File: config.mk
export PLATFORM = sky130hd
export DESIGN_NAME = stack_engine
export DESIGN_NICKNAME = d
export VERILOG_FILES = /design/src/rtl/stk_pkg.sv /design/src/rtl/stk_addr.sv /design/src/rtl/stk_rdbuf.sv /design/src/rtl/stk_seq.sv /design/src/rtl/stack_engine.sv
export SDC_FILE = /design/constraint.sdc
export NUM_CORES = 1
export LEC_CHECK = 0
export ABC_AREA = 1
export BUFFER_PORTS_ARGS = -buffer_cell sky130_fd_sc_hd__buf_2
export CAP_MARGIN = 20
export CORE_ASPECT_RATIO = 0.5
export CORE_MARGIN = 3
export CORE_UTILIZATION = 35
export DETAILED_ROUTE_END_ITERATION = 12
export SYNTH_ARGS = -nofsm -noshare
export SYNTH_HDL_FRONTEND = slang
export SYNTH_SLANG_ARGS = --single-unit
File: constraint.sdc
create_clock -name clk -period 2.3 [get_ports clk]
set_clock_uncertainty 0.05 [all_clocks]
set_input_delay 0.46 -clock clk [delete_from_list [all_inputs] [get_ports clk]]
set_output_delay 0.46 -clock clk [all_outputs]
set_load 0.1 [all_outputs]
File: src/rtl/stk_pkg.sv
package stk_pkg;

  typedef enum logic [1:0] {
    ST_IDLE = 2'd0,
    ST_ACC0 = 2'd1,
    ST_ACC1 = 2'd2,
    ST_TAIL = 2'd3
  } seq_t;

  typedef struct packed {
    logic push;
    logic word;
    logic last_used;
  } op_t;

endpackage

File: src/rtl/stk_addr.sv
module stk_addr #(
  parameter int unsigned AW = 16
) (
  input  logic [AW-1:0]   sp_cur,
  input  stk_pkg::op_t    op,
  output logic [AW-1:0]   first_addr,
  output logic [AW-1:0]   next_sp
);
  // Step size of the operation, in bytes
  function automatic logic [AW-1:0] f_step(input logic word);
    return word ? AW'(2) : AW'(1);
  endfunction

  // Address of the first byte touched (the high byte of a word)
  function automatic logic [AW-1:0] f_first(input logic [AW-1:0] s, input stk_pkg::op_t o);
    logic [AW-1:0] a;
    if (o.push) begin
      if (o.last_used) a = s - f_step(o.word);
      else             a = o.word ? s - AW'(1) : s;
    end else begin
      a = o.last_used ? s : s + AW'(1);
    end
    return a;
  endfunction

  // Pointer value after the operation
  function automatic logic [AW-1:0] f_next(input logic [AW-1:0] s, input stk_pkg::op_t o);
    return o.push ? s - f_step(o.word) : s + f_step(o.word);
  endfunction

  assign first_addr = f_first(sp_cur, op);
  assign next_sp    = f_next(sp_cur, op);

endmodule

File: src/rtl/stk_rdbuf.sv
module stk_rdbuf #(
  parameter int unsigned BW = 8
) (
  input  logic            clk,
  input  logic            rst_n,
  input  logic            clr,
  input  logic            cap_hi,
  input  logic            cap_lo,
  input  logic [BW-1:0]   rdata,
  output logic [2*BW-1:0] value
);
  always_ff @(posedge clk) begin
    if (!rst_n) begin
      value <= '0;
    end else if (clr) begin
      value <= '0;
    end else begin
      if (cap_hi) value[2*BW-1:BW] <= rdata;
      if (cap_lo) value[BW-1:0]    <= rdata;
    end
  end
endmodule

File: src/rtl/stk_seq.sv
module stk_seq #(
  parameter int unsigned AW = 16,
  parameter int unsigned BW = 8
) (
  input  logic            clk,
  input  logic            rst_n,
  input  logic            start,
  input  stk_pkg::op_t    op_in,
  input  logic [AW-1:0]   first_in,
  input  logic [AW-1:0]   nsp_in,
  input  logic [2*BW-1:0] wdata_in,
  output logic            ready,
  output logic            mem_en,
  output logic            mem_we,
  output logic [AW-1:0]   mem_addr,
  output logic [BW-1:0]   mem_wdata,
  output logic            cap_hi,
  output logic            cap_lo,
  output logic            finish,
  output logic            done,
  output logic [AW-1:0]   nsp_q
);
  import stk_pkg::*;

  seq_t            state_q, state_d;
  op_t             op_q;
  logic [AW-1:0]   addr_q;
  logic [2*BW-1:0] wd_q;

  always_comb begin
    state_d   = state_q;
    ready     = 1'b0;
    mem_en    = 1'b0;
    mem_we    = 1'b0;
    mem_addr  = '0;
    mem_wdata = '0;
    cap_hi    = 1'b0;
    cap_lo    = 1'b0;
    finish    = 1'b0;
    case (state_q)
      ST_IDLE: begin
        ready = 1'b1;
        if (start) state_d = ST_ACC0;
      end
      ST_ACC0: begin
        mem_en    = 1'b1;
        mem_we    = op_q.push;
        mem_addr  = addr_q;
        if (op_q.push)
          mem_wdata = op_q.word ? wd_q[2*BW-1:BW] : wd_q[BW-1:0];
        finish    = op_q.push && !op_q.word;
        if (finish)         state_d = ST_IDLE;
        else if (op_q.word) state_d = ST_ACC1;
        else                state_d = ST_TAIL;
      end
      ST_ACC1: begin
        mem_en    = 1'b1;
        mem_we    = op_q.push;
        mem_addr  = addr_q + AW'(1);
        if (op_q.push) mem_wdata = wd_q[BW-1:0];
        cap_hi    = !op_q.push;
        finish    = op_q.push;
        state_d   = op_q.push ? ST_IDLE : ST_TAIL;
      end
      default: begin
        cap_lo  = 1'b1;
        finish  = 1'b1;
        state_d = ST_IDLE;
      end
    endcase
  end

  always_ff @(posedge clk) begin
    if (!rst_n) begin
      state_q <= ST_IDLE;
      op_q    <= '0;
      addr_q  <= '0;
      wd_q    <= '0;
      nsp_q   <= '0;
      done    <= 1'b0;
    end else begin
      state_q <= state_d;
      done    <= finish;
      if (start && ready) begin
        op_q   <= op_in;
        addr_q <= first_in;
        wd_q   <= wdata_in;
        nsp_q  <= nsp_in;
      end
    end
  end

  // completion is a single-cycle pulse
  a_r7_done_single: assert property (@(posedge clk) disable iff (!rst_n)
    done |=> !done);
  // no memory traffic while idle
  a_r9_idle_quiet: assert property (@(posedge clk) disable iff (!rst_n)
    ready |-> !mem_en);
  // second byte of a word follows the first by one address
  a_r6_second_byte: assert property (@(posedge clk) disable iff (!rst_n)
    (state_q == ST_ACC1) |-> (mem_en && $past(mem_en) && mem_addr == $past(mem_addr) + AW'(1)));
  // engine is idle again during the completion cycle
  a_r12_ready_at_done: assert property (@(posedge clk) disable iff (!rst_n)
    done |-> ready);

endmodule

File: src/rtl/stack_engine.sv
module stack_engine #(
  parameter int unsigned AW       = 16,
  parameter int unsigned BW       = 8,
  parameter logic [15:0] RESET_SP = 16'h0000
) (
  input  logic          clk,
  input  logic          rst_n,
  input  logic          req_valid,
  input  logic          req_push,
  input  logic          req_word,
  input  logic          mode_last_used,
  input  logic [15:0]   req_wdata,
  input  logic          sp_load,
  input  logic [15:0]   sp_load_val,
  output logic          ready,
  output logic          done,
  output logic [15:0]   rd_data,
  output logic [15:0]   sp,
  output logic          mem_en,
  output logic          mem_we,
  output logic [15:0]   mem_addr,
  output logic [7:0]    mem_wdata,
  input  logic [7:0]    mem_rdata
);
  import stk_pkg::*;

  localparam int unsigned DW = 2 * BW;

  op_t           op_req;
  logic [AW-1:0] sp_q, first_addr, next_sp, nsp_q;
  logic          start, finish, cap_hi, cap_lo, load_take;
  logic [DW-1:0] rd_word;

  assign op_req    = '{push: req_push, word: req_word, last_used: mode_last_used};
  assign start     = req_valid && ready;
  assign load_take = sp_load && ready && !req_valid;

  stk_addr #(.AW(AW)) u_addr (
    .sp_cur     (sp_q),
    .op         (op_req),
    .first_addr (first_addr),
    .next_sp    (next_sp)
  );

  stk_seq #(.AW(AW), .BW(BW)) u_seq (
    .clk       (clk),
    .rst_n     (rst_n),
    .start     (start),
    .op_in     (op_req),
    .first_in  (first_addr),
    .nsp_in    (next_sp),
    .wdata_in  (DW'(req_wdata)),
    .ready     (ready),
    .mem_en    (mem_en),
    .mem_we    (mem_we),
    .mem_addr  (mem_addr),
    .mem_wdata (mem_wdata),
    .cap_hi    (cap_hi),
    .cap_lo    (cap_lo),
    .finish    (finish),
    .done      (done),
    .nsp_q     (nsp_q)
  );

  stk_rdbuf #(.BW(BW)) u_rdbuf (
    .clk    (clk),
    .rst_n  (rst_n),
    .clr    (start),
    .cap_hi (cap_hi),
    .cap_lo (cap_lo),
    .rdata  (mem_rdata),
    .value  (rd_word)
  );

  always_ff @(posedge clk) begin
    if (!rst_n)         sp_q <= AW'(RESET_SP);
    else if (finish)    sp_q <= nsp_q;
    else if (load_take) sp_q <= sp_load_val;
  end

  assign sp      = sp_q;
  assign rd_data = rd_word;

  // pointer moves only with completion or after a taken preset
  a_r8_sp_moves_at_done: assert property (@(posedge clk) disable iff (!rst_n)
    !$stable(sp) |-> (done || $past(load_take)));
  // nothing starts while an operation is in flight
  a_r9_no_start_busy: assert property (@(posedge clk) disable iff (!rst_n)
    (!ready && req_valid) |=> !(done && $past(mem_en) && $stable(sp)));

endmodule

==> metrics, run 1 <==
Layout Nets ~1100; Yosys reg bits 85; drc violations 0; Tot Pwr 9.38 mW; Yosys top cell area share 0.295; Synth Area in Adders 0.0329; Port-buffer cells 106; initial antenna violation count 0; number of buffers created by CTS 9; GR Overflow Total 0; Setup violations, final 13; Net Count, Synth 960; layout cells sized above 1 0.290; leakage between 3 and 4 nW; via/cell ratio 5.21; Seq/Total Area, Yosys 0.295; ys async rst share 0; all-layer global routing usage 0.231; Netlist cell types 45; synth cell count leaders 225 x nand2_1, 109 x nor2_1, 85 x dfxtp_1; # hold bufs at CTS 0; ANT cells 0; Sequential Power Share 0.254; fmax 0.394 GHz; min cycle time layout roughly 2.5 ns; CP max FO 3; root buffer cell clkbuf_16; Net Sw Power about 5.0 mW; worst min path class in -> reg; Comb power frac 0.583; Filler cells between 1500 and 2000; top cells by area, synth dfxtp_1 29%, nand2_1 15%, nand3_1 7.3%; via count approximately 6600; Post-Synth Simple-Gate Area 0.350; IO Count 107; EDFF count, synth 0; Syn. warnings 0; # rows 32; Internal approximately 4.3 mW; Syn Inst Count between 800 and 900; clock slew at reported path FFs 0.07 ns; Routed WL per cell ~17 um; final core utilization 0.512; DR pass1 iterations 5; Finished Cell Area 8070 um2; Synth Flop Type dfxtp_1; CTS tree yes; Critical Path AT between 2 and 2.5 ns; Period Utilization, post-route 1.10; outcome complete, but fails checks; mux cell area share after synthesis 0; violated checks setup timing; DP HPWL 16.2 mm; fin. max-slew vios 0; Max Cap Violations 0; WS Path Type reg -> out; Worst setup EP type output pin; area grow syn2layout 39.7%; pwr/cell area about 1200 nW/um2; Clk pwr share 0.163; core area 15800 um2; Final Non-Filler Cells 1266; pin count of the biggest net entering global routing between 40 and 50; Clock Sink Count 85; main combinational cell family by area after synthesis simple AND/OR/NAND/NOR gates; first-pass GRT wire length about 34 mm; worst slew pin tran between 0.6 and 0.7 ns; DP Worst Slack -0.0328 ns; Cells after DPL 1231; clk buf depth 2; VDD IR max 704 uV; CP startpoint kind register; Synth Area in Compound Gates 0.189; GP Congestion 0.975; cell taking the most area after synthesis dfxtp_1; clk_lat worst skew 0.34 ns; XOR/XNOR share of the synthesized area 0.0258; mapped cell area between 5000 and 6000 um2; Worst EP required approximately 1.8 ns; Net Sw Frac 0.537; number of H-tree levels 3; die width 188 um; Fin. Hold Viols 0; Initial Util 0.366; DR iter-0 viols approximately 440; final setup margin -0.238 ns; die area 18200 um2; Synth Area per Inst around 6.4 um2; DRT Wirelength between 20 and 25 mm; Antenna Nets Post-Route 0; RSZ-0062 raised after global routing yes; vias in the first global route ~6000; Placed Area roughly 7300 um2; Slew Limit Headroom 0.581; top-count cell post-synth nand2_1; die outline height ~97 um
-- metrics by stage --
stage / TNS, ns / hold WS (ns)
after floorplan: -1.17 / 0.368
after global placement: 0 / 0.388
after detailed placement: -0.0456 / 0.389
after CTS: -1.49 / 0.304
after global routing: -3.47 / 0.306
final: -1.95 / 0.312
-- cell type report --
class / instances / area [um2] / area share
Inverter: 89 / 347 / 0.0430
Multi-Input combinational cell: 683 / 3960 / 0.491
Clock inverter: 6 / 71.3 / 0.00884
Clock buffer: 10 / 229 / 0.0284
Timing Repair Buffer: 172 / 1470 / 0.182
Sequential cell: 85 / 1720 / 0.213
Tap cell: 221 / 277 / 0.0343
-- power by group through the flow --
stage / registers (mW) / logic (mW) / clock network [mW]
after global routing: 2.42 / 5.93 / 1.62
after global placement: 2.34 / 5.12 / 0
after CTS: 2.33 / 5.28 / 1.54
after floorplan: 2.90 / 3.27 / 0
after detailed placement: 2.35 / 5.13 / 0
final: 2.38 / 5.47 / 1.53
-- worst max-delay path: stages, from the launching register on --
cell	delay, ns
dfxtp_4	0.37
ha_4	0.14
nand2_2	0.05
inv_2	0.06
nand4_1	0.19
nor2_4	0.21
nand3_4	0.12
o21ai_2	0.16
nand2_2	0.07
a21oi_4	0.13
buf_12	0.19
-- timing repair --
action	CTS	global route
endpoints found under the hold margin	0	0
gates cloned	0	1
setup buffers	10	9
endpoints found under the setup margin	22	23
pin swaps	19	29
resized for setup	38	45
-- state kept, by name, indices dropped and copies added (netlist names) --
signal         cells
sp                16
u_rdbuf.value     16
u_seq.addr_q      16
u_seq.nsp_q       16
u_seq.wd_q        16
u_seq.op_q         2
u_seq.state_q      2
u_seq.done         1
-- metal layers --
layer  share of wire  vias to the layer above  track usage
met2            0.42                      272        0.343
met3           0.092                       19       0.0626
li1                -                     3247            -
met4          0.0089                        0       0.0380
met5               0                        -            0
met1            0.48                     3060        0.338
-- final timing paths --
| kind | start | endpoint | slack (ns) | depth (start not counted) |
|---|---|---|---|---|
| hold reg to reg | u_rdbuf.value[0] | u_rdbuf.value[0] | 0.41 | 2 |
| setup / recovery | u_seq.addr_q[1] | mem_addr[12] | -0.24 | 10 |
| hold / removal | mem_rdata[1] | u_rdbuf.value[9] | 0.31 | 3 |
| setup reg to reg | sp[2] | u_seq.addr_q[13] | 0.18 | 8 |
-- cells by family (layout without fill, tap and decap cells) --
| group | Yosys count | count (layout) |
|---|---|---|
| simple gates | 463 | 463 |
| compound gates | 189 | 189 |
| buf+inv | 131 | 277 |
| flops | 85 | 85 |
| xor+xnor | 17 | 17 |
| fa+ha+maj | 14 | 14 |
-- placed cells by master, fill, tap and decap left out, types with 10 or more instances in the layout --
cell type	Yosys	final
nand4_1	15	15
o21a_1	13	13
dfxtp_1	85	76
xor2_1	16	16
nor2_4	9	14
nand2_1	225	208
inv_1	79	74
clkbuf_16	0	10
o21ai_0	68	58
nor2_2	9	12
a21oi_1	62	47
nand2_2	5	15
buf_12	0	26
a21oi_4	0	15
inv_2	8	10
buf_2	10	82
nand3_1	84	78
nor2_1	109	101
buf_4	3	54
a31oi_1	13	13
Note: power is estimated with default switching activity, not from simulation.
==> run 2, diff against run 1 <==
==> constraint.sdc (replaced) <==
create_clock -name clk -period 3.1 [get_ports clk]
set_clock_uncertainty 0.05 [all_clocks]
set_input_delay 0.62 -clock clk [delete_from_list [all_inputs] [get_ports clk]]
set_output_delay 0.62 -clock clk [all_outputs]
set_load 0.1 [all_outputs]
==> metrics, run 2 (same netlist as run 1, synthesis figures left out) <==
final core utilization 0.454 (-0.0571); Max Cap Violations 0 (unchanged); IO Count 107 (unchanged); worst hold path depth 2 (-1); all-layer global routing usage 0.227 (-0.00439); hold path start u_seq.nsp_q[7]; DR iter-0 viols 473 (+8.2%); # rows 32 (unchanged); CP startpoint kind register; root buffer cell clkbuf_16; worst hold path endpoint sp[7]; CP max FO 5 (+2); worst min path class reg -> reg; worst reg2reg endpoint u_seq.nsp_q[10]; ANT cells 0 (unchanged); Port-buffer cells 106 (unchanged); clock slew at reported path FFs 0.07 ns (about the same); die area 18200 um2 (unchanged); outcome finished, final reports clean; pin count of the biggest net entering global routing 43 (unchanged); pwr/cell area 896 nW/um2 (-23%); DRT Wirelength 21.0 mm (-2.9%); DR pass1 iterations 6 (+1); DP Worst Slack 0.358 ns (+0.391 ns); Layout Nets 1050 (-4.6%); Slew Limit Headroom 0.529 (-0.0522); commonest non-fill, non-tap cell in the layout nand2_1; clk_lat worst skew 0.35 ns (about the same); Routed WL per cell 17.3 um (+1.2%); Tot Pwr 6.42 mW (-32%); area grow syn2layout 24.1%; VDD IR max 394 uV (-44%); WS Path Type reg -> out; GP Congestion 0.985 (+0.94%); die width 188 um (unchanged); layout cells sized above 1 0.199 (-0.0908); worst slew pin tran 0.706 ns (+0.0781 ns); RSZ-0062 raised after global routing no; leakage 3.11 nW (-12%); GR Overflow Total 0 (unchanged); r2r startpoint sp[0]; Fin. Hold Viols 0 (unchanged); Worst setup EP type output pin; initial antenna violation count 0 (unchanged); number of buffers created by CTS 9 (unchanged); Crit path max-delay family simple AND/OR/NAND/NOR gates; Total Negative Setup Slacks 0 ns (+1.95 ns); Cells after DPL 1199 (-2.6%); crit-path most repeated cell buf_4; setup slack, reg-to-reg 0.77 ns (+0.59 ns); cells along the critical path ha_1 > nand2_1 > inv_1 > nand4_1 > nor2_2 > nand3_1 > o21ai_0 > buf_4 > a21oi_2 > buf_4; commonest cells after routing, fill and taps aside 225 x nand2_1, 105 x nor2_1, 87 x buf_2; fin. max-slew vios 0 (unchanged); Worst Path Buf+Inv 3 (+1); Period Utilization, post-route 0.938; fmax ~0.34 GHz; core area 15800 um2 (unchanged); Filler cells 1698 (+5.5%); min cycle time layout about 2.9 ns; worst reg2reg path depth 14 (+6); final setup margin 0.193 ns (+0.431 ns); Antenna Nets Post-Route 0 (unchanged); clk buf depth 2 (unchanged); first-pass GRT wire length 33.1 mm (-2.3%); via/cell ratio 5.24 (+0.60%); multi-input logic area 3670 um2 (-7.4%); post-CTS setup buffer count 0 (-10); Final Non-Filler Cells 1215 (-4.0%); via count 6370 (-3.5%); Initial Util 0.366 (unchanged); Setup violations, final 0 (-13); drc violations 0 (unchanged); Slowest-stage cell, CP dfxtp_1; Worst path max stage delay 0.40 ns (+0.03 ns); register area 1700 um2 (-1.1%); number of H-tree levels 3 (unchanged); Clock Sink Count 85 (unchanged); Critical Path AT 2.24 ns (+0.21 ns); CTS tree yes; WP depth 10 (unchanged); DP HPWL 15.4 mm (-4.6%); vias in the first global route 5875 (-2.6%); Worst EP required 2.43 ns (+0.64 ns); die outline height 96.8 um (unchanged)
## run 2: changes by cell type in the layout (fill, tap and decap cells not counted), moves of 9 or more
cell / before / now
nand2_2: 15 / 5
dfxtp_1: 76 / 85
buf_4: 54 / 17
buf_12: 26 / 15
nand2_1: 208 / 225
o21ai_0: 58 / 67
## run 2: area by class of cell
type,instances,area share
Multi-Input combinational cell,683,0.512
Sequential cell,85,0.237
Timing Repair Buffer,121,0.123
Inverter,89,0.0466
Tap cell,221,0.0386
Clock buffer,9,0.0314
Clock inverter,7,0.0113
## run 2: metrics by stage
| step | hold slack, ns | instance area [um2] |
|---|---|---|
| after global routing | 0.429 | 7170 |
| after floorplan | 0.368 | 5990 |
| after CTS | 0.394 | 7150 |
| after detailed placement | 0.383 | 6850 |
| after global placement | 0.380 | 6850 |
| final | 0.393 | 7170 |
## run 2: repair_timing
action	CTS	global route
hold buffers	0	0
resized for setup	0	9
endpoints found under the setup margin	0	4
## run 2: worst max-delay path by stage
stage,startpoint,to,slack [ns]
2_1_floorplan,u_seq.state_q[0],mem_addr[8],0.08
3_3_place_gp,req_word,u_seq.nsp_q[10],0.41
3_5_place_dp,req_word,u_seq.nsp_q[10],0.36
4_1_cts,u_seq.addr_q[0],mem_addr[12],0.03
5_1_grt,u_seq.addr_q[0],mem_addr[12],0.002
6_report,u_seq.addr_q[0],mem_addr[14],0.19
## run 2: power breakdown
| part | internal (mW) | total (mW) | leakage (nW) | switching (mW) |
|---|---|---|---|---|
| clock | 0.573 | 1.11 | 0.149 | 0.533 |
| sequential | 1.35 | 1.75 | 0.697 | 0.397 |
| combinational | 0.904 | 3.57 | 2.26 | 2.66 |
| total | 2.83 | 6.42 | 3.11 | 3.59 |
## run 2: routing by layer
metal | global-route usage | routed length (um) | vias to the layer above
met5 | 0 | 0 | -
met2 | 0.342 | 8730 | 258
li1 | - | - | 3148
met3 | 0.0478 | 1770 | 29
met1 | 0.332 | 10200 | 2935
met4 | 0.0461 | 286 | 0
## run 2: worst min-delay path: cells and delay by family, from the launching register on
family                 cells  cell delay (ns)
AOI/OAI and AO/OA          1             0.05
DFF                        1             0.31
buffers and inverters      1             0.05
==> run 3, diff against run 2 <==
--- a/config.mk
+++ b/config.mk
@@ -12,6 +12,7 @@
 export CORE_MARGIN = 3
 export CORE_UTILIZATION = 35
 export DETAILED_ROUTE_END_ITERATION = 12
+export RECOVER_POWER = 100
 export SYNTH_ARGS = -nofsm -noshare
 export SYNTH_HDL_FRONTEND = slang
 export SYNTH_SLANG_ARGS = --single-unit
==> metrics, run 3 (same netlist as run 1, synthesis figures left out) <==
worst hold path depth 2 (unchanged); die area 18200 um2 (unchanged); Slew Limit Headroom 0.141 (-0.388); Sequential Power Share 0.277 (+0.005); # rows 32 (unchanged); fin. max-slew vios 0 (unchanged); Cells after DPL 1199 (unchanged); first-pass GRT wire length 33.1 mm (unchanged); layout cells sized above 1 0.158 (-0.0412); die width 188 um (unchanged); worst hold path endpoint sp[7]; root buffer cell clkbuf_16; outcome finished, final reports clean; Worst setup EP type output pin; CP startpoint kind register; DRT Wirelength 21.0 mm (+0.25%); Setup violations, final 0 (unchanged); clock slew at reported path FFs 0.07 ns (about the same); final hold slack 0.393 ns (-0.00000200 ns); Antenna Nets Post-Route 0 (unchanged); Slowest-stage cell, CP dfxtp_1; initial antenna violation count 0 (unchanged); commonest non-fill, non-tap cell in the layout nand2_1; Comb power frac 0.549 (-0.006); Crit. Startpoint u_seq.addr_q[6]; all-layer global routing usage 0.227 (unchanged); Net Sw Frac 0.562 (+0.00243); min cycle time layout 2.94 ns (+0.0284 ns); Port-buffer cells 106 (unchanged); hold path start u_seq.nsp_q[7]; leakage 2.86 nW (-8.0%); number of H-tree levels 3 (unchanged); Internal 2.77 mW (-2.0%); DR iter-0 viols 491 (+3.8%); worst reg2reg path depth 8 (-6); via/cell ratio 5.20 (-0.77%); pin count of the biggest net entering global routing 43 (unchanged); DR pass1 iterations 5 (-1); worst slew pin tran 1.29 ns (+0.584 ns); CTS tree yes; number of buffers created by CTS 9 (unchanged); Fin. Hold Viols 0 (unchanged); commonest cells after routing, fill and taps aside 225 x nand2_1, 107 x nor2_1, 85 x dfxtp_1; drc violations 0 (unchanged); Routed WL per cell 17.3 um (+0.25%); DP HPWL 15.4 mm (unchanged); Tot Pwr 6.33 mW (-1.5%); GR Overflow Total 0 (unchanged); die outline height 96.8 um (unchanged); via count 6321 (-0.77%); worst reg2reg endpoint u_seq.addr_q[2]; clk buf depth 2 (unchanged); Final Non-Filler Cells 1215 (unchanged); ANT cells 0 (unchanged); Initial Util 0.366 (unchanged); CP max FO 6 (+1); RSZ-0062 raised after global routing no; IO Count 107 (unchanged); crit-path most repeated cell nand3_1; Period Utilization, post-route 0.947 (+0.00916); worst min path class reg -> reg; r2r startpoint u_seq.state_q[1]; Clk pwr share 0.175 (+0.003); cells along the critical path nand2_1 > nor3_2 > nand3_1 > o21ai_0 > nand3_1 > a21oi_4 > buf_6; core area 15800 um2 (unchanged); Clock Sink Count 85 (unchanged); WS Path Type reg -> out; area grow syn2layout 20.4%; vias in the first global route 5875 (unchanged); Worst path max stage delay 0.55 ns (+0.15 ns); Net Sw Power 3.56 mW (-1.0%); VDD IR max 401 uV (+1.7%); Layout Nets 1050 (unchanged); Total Negative Setup Slacks 0 ns (unchanged); GP Congestion 0.985 (unchanged); Worst EP required 2.43 ns (about the same); post-CTS setup buffer count 0 (unchanged); clk_lat worst skew 0.35 ns (about the same); fmax 0.341 GHz (-0.97%); Critical Path AT 2.27 ns (+0.03 ns); Max Cap Violations 0 (unchanged); setup slack, reg-to-reg 0.20 ns (-0.57 ns); pwr/cell area 910 nW/um2 (+1.6%)
run 3: cell count changes in the layout (fill, tap and decap cells not counted), sizes merged:
cell	before	now
clkbuf	10	58
buf	120	72
run 3: routing by layer:
layer | GRT usage | share of wire
met1 | 0.332 | 0.49
met5 | 0 | 0
met3 | 0.0478 | 0.080
met4 | 0.0461 | 0.014
met2 | 0.342 | 0.42
run 3: power by group through the flow:
stage	clock, mW	sequential (mW)	combinational, mW
after global routing	1.18	1.79	3.79
after detailed placement	0	1.76	3.52
final	1.11	1.75	3.47
after global placement	0	1.75	3.49
after floorplan	0	2.14	2.32
after CTS	1.13	1.74	3.53
run 3: stage by stage:
stage | instance area, um2 | utilization | setup slack, ns
after CTS | 7150 | 0.453 | 0.0279
after global routing | 6960 | 0.441 | 0.0120
after detailed placement | 6850 | 0.434 | 0.358
after floorplan | 5990 | - | 0.0831
final | 6960 | 0.441 | 0.165
after global placement | 6850 | 0.434 | 0.408
run 3: timing repair:
| item | in CTS | in global routing |
|---|---|---|
| setup endpoints to repair | 0 | 4 |
| hold buffers | 0 | 0 |
| gates resized for setup | 0 | 9 |
run 3: worst max-delay path by stage:
| stage | to | depth (start not counted) |
|---|---|---|
| 2_1_floorplan | mem_addr[8] | 5 |
| 3_3_place_gp | u_seq.nsp_q[10] | 15 |
| 3_5_place_dp | u_seq.nsp_q[10] | 15 |
| 4_1_cts | mem_addr[12] | 10 |
| 5_1_grt | mem_addr[14] | 10 |
| 6_report | mem_addr[15] | 7 |
run 3: worst max-delay path: cells and delay by family, from the launching register on:
kind	cells	cell delay, ns
AO/OA/AOI/OAI	2	0.37
flip-flops	1	0.55
AND/OR/NAND/NOR	4	0.74
buffers and inverters	1	0.24
run 3: area by class of cell:
class	instances	area, um2
Tap cell	221	277
Fill cell	1736	8820
Timing Repair Buffer	121	726
Inverter	89	334
Clock buffer	9	225
Clock inverter	7	81.3
Sequential cell	85	1700
Multi-Input combinational cell	683	3610
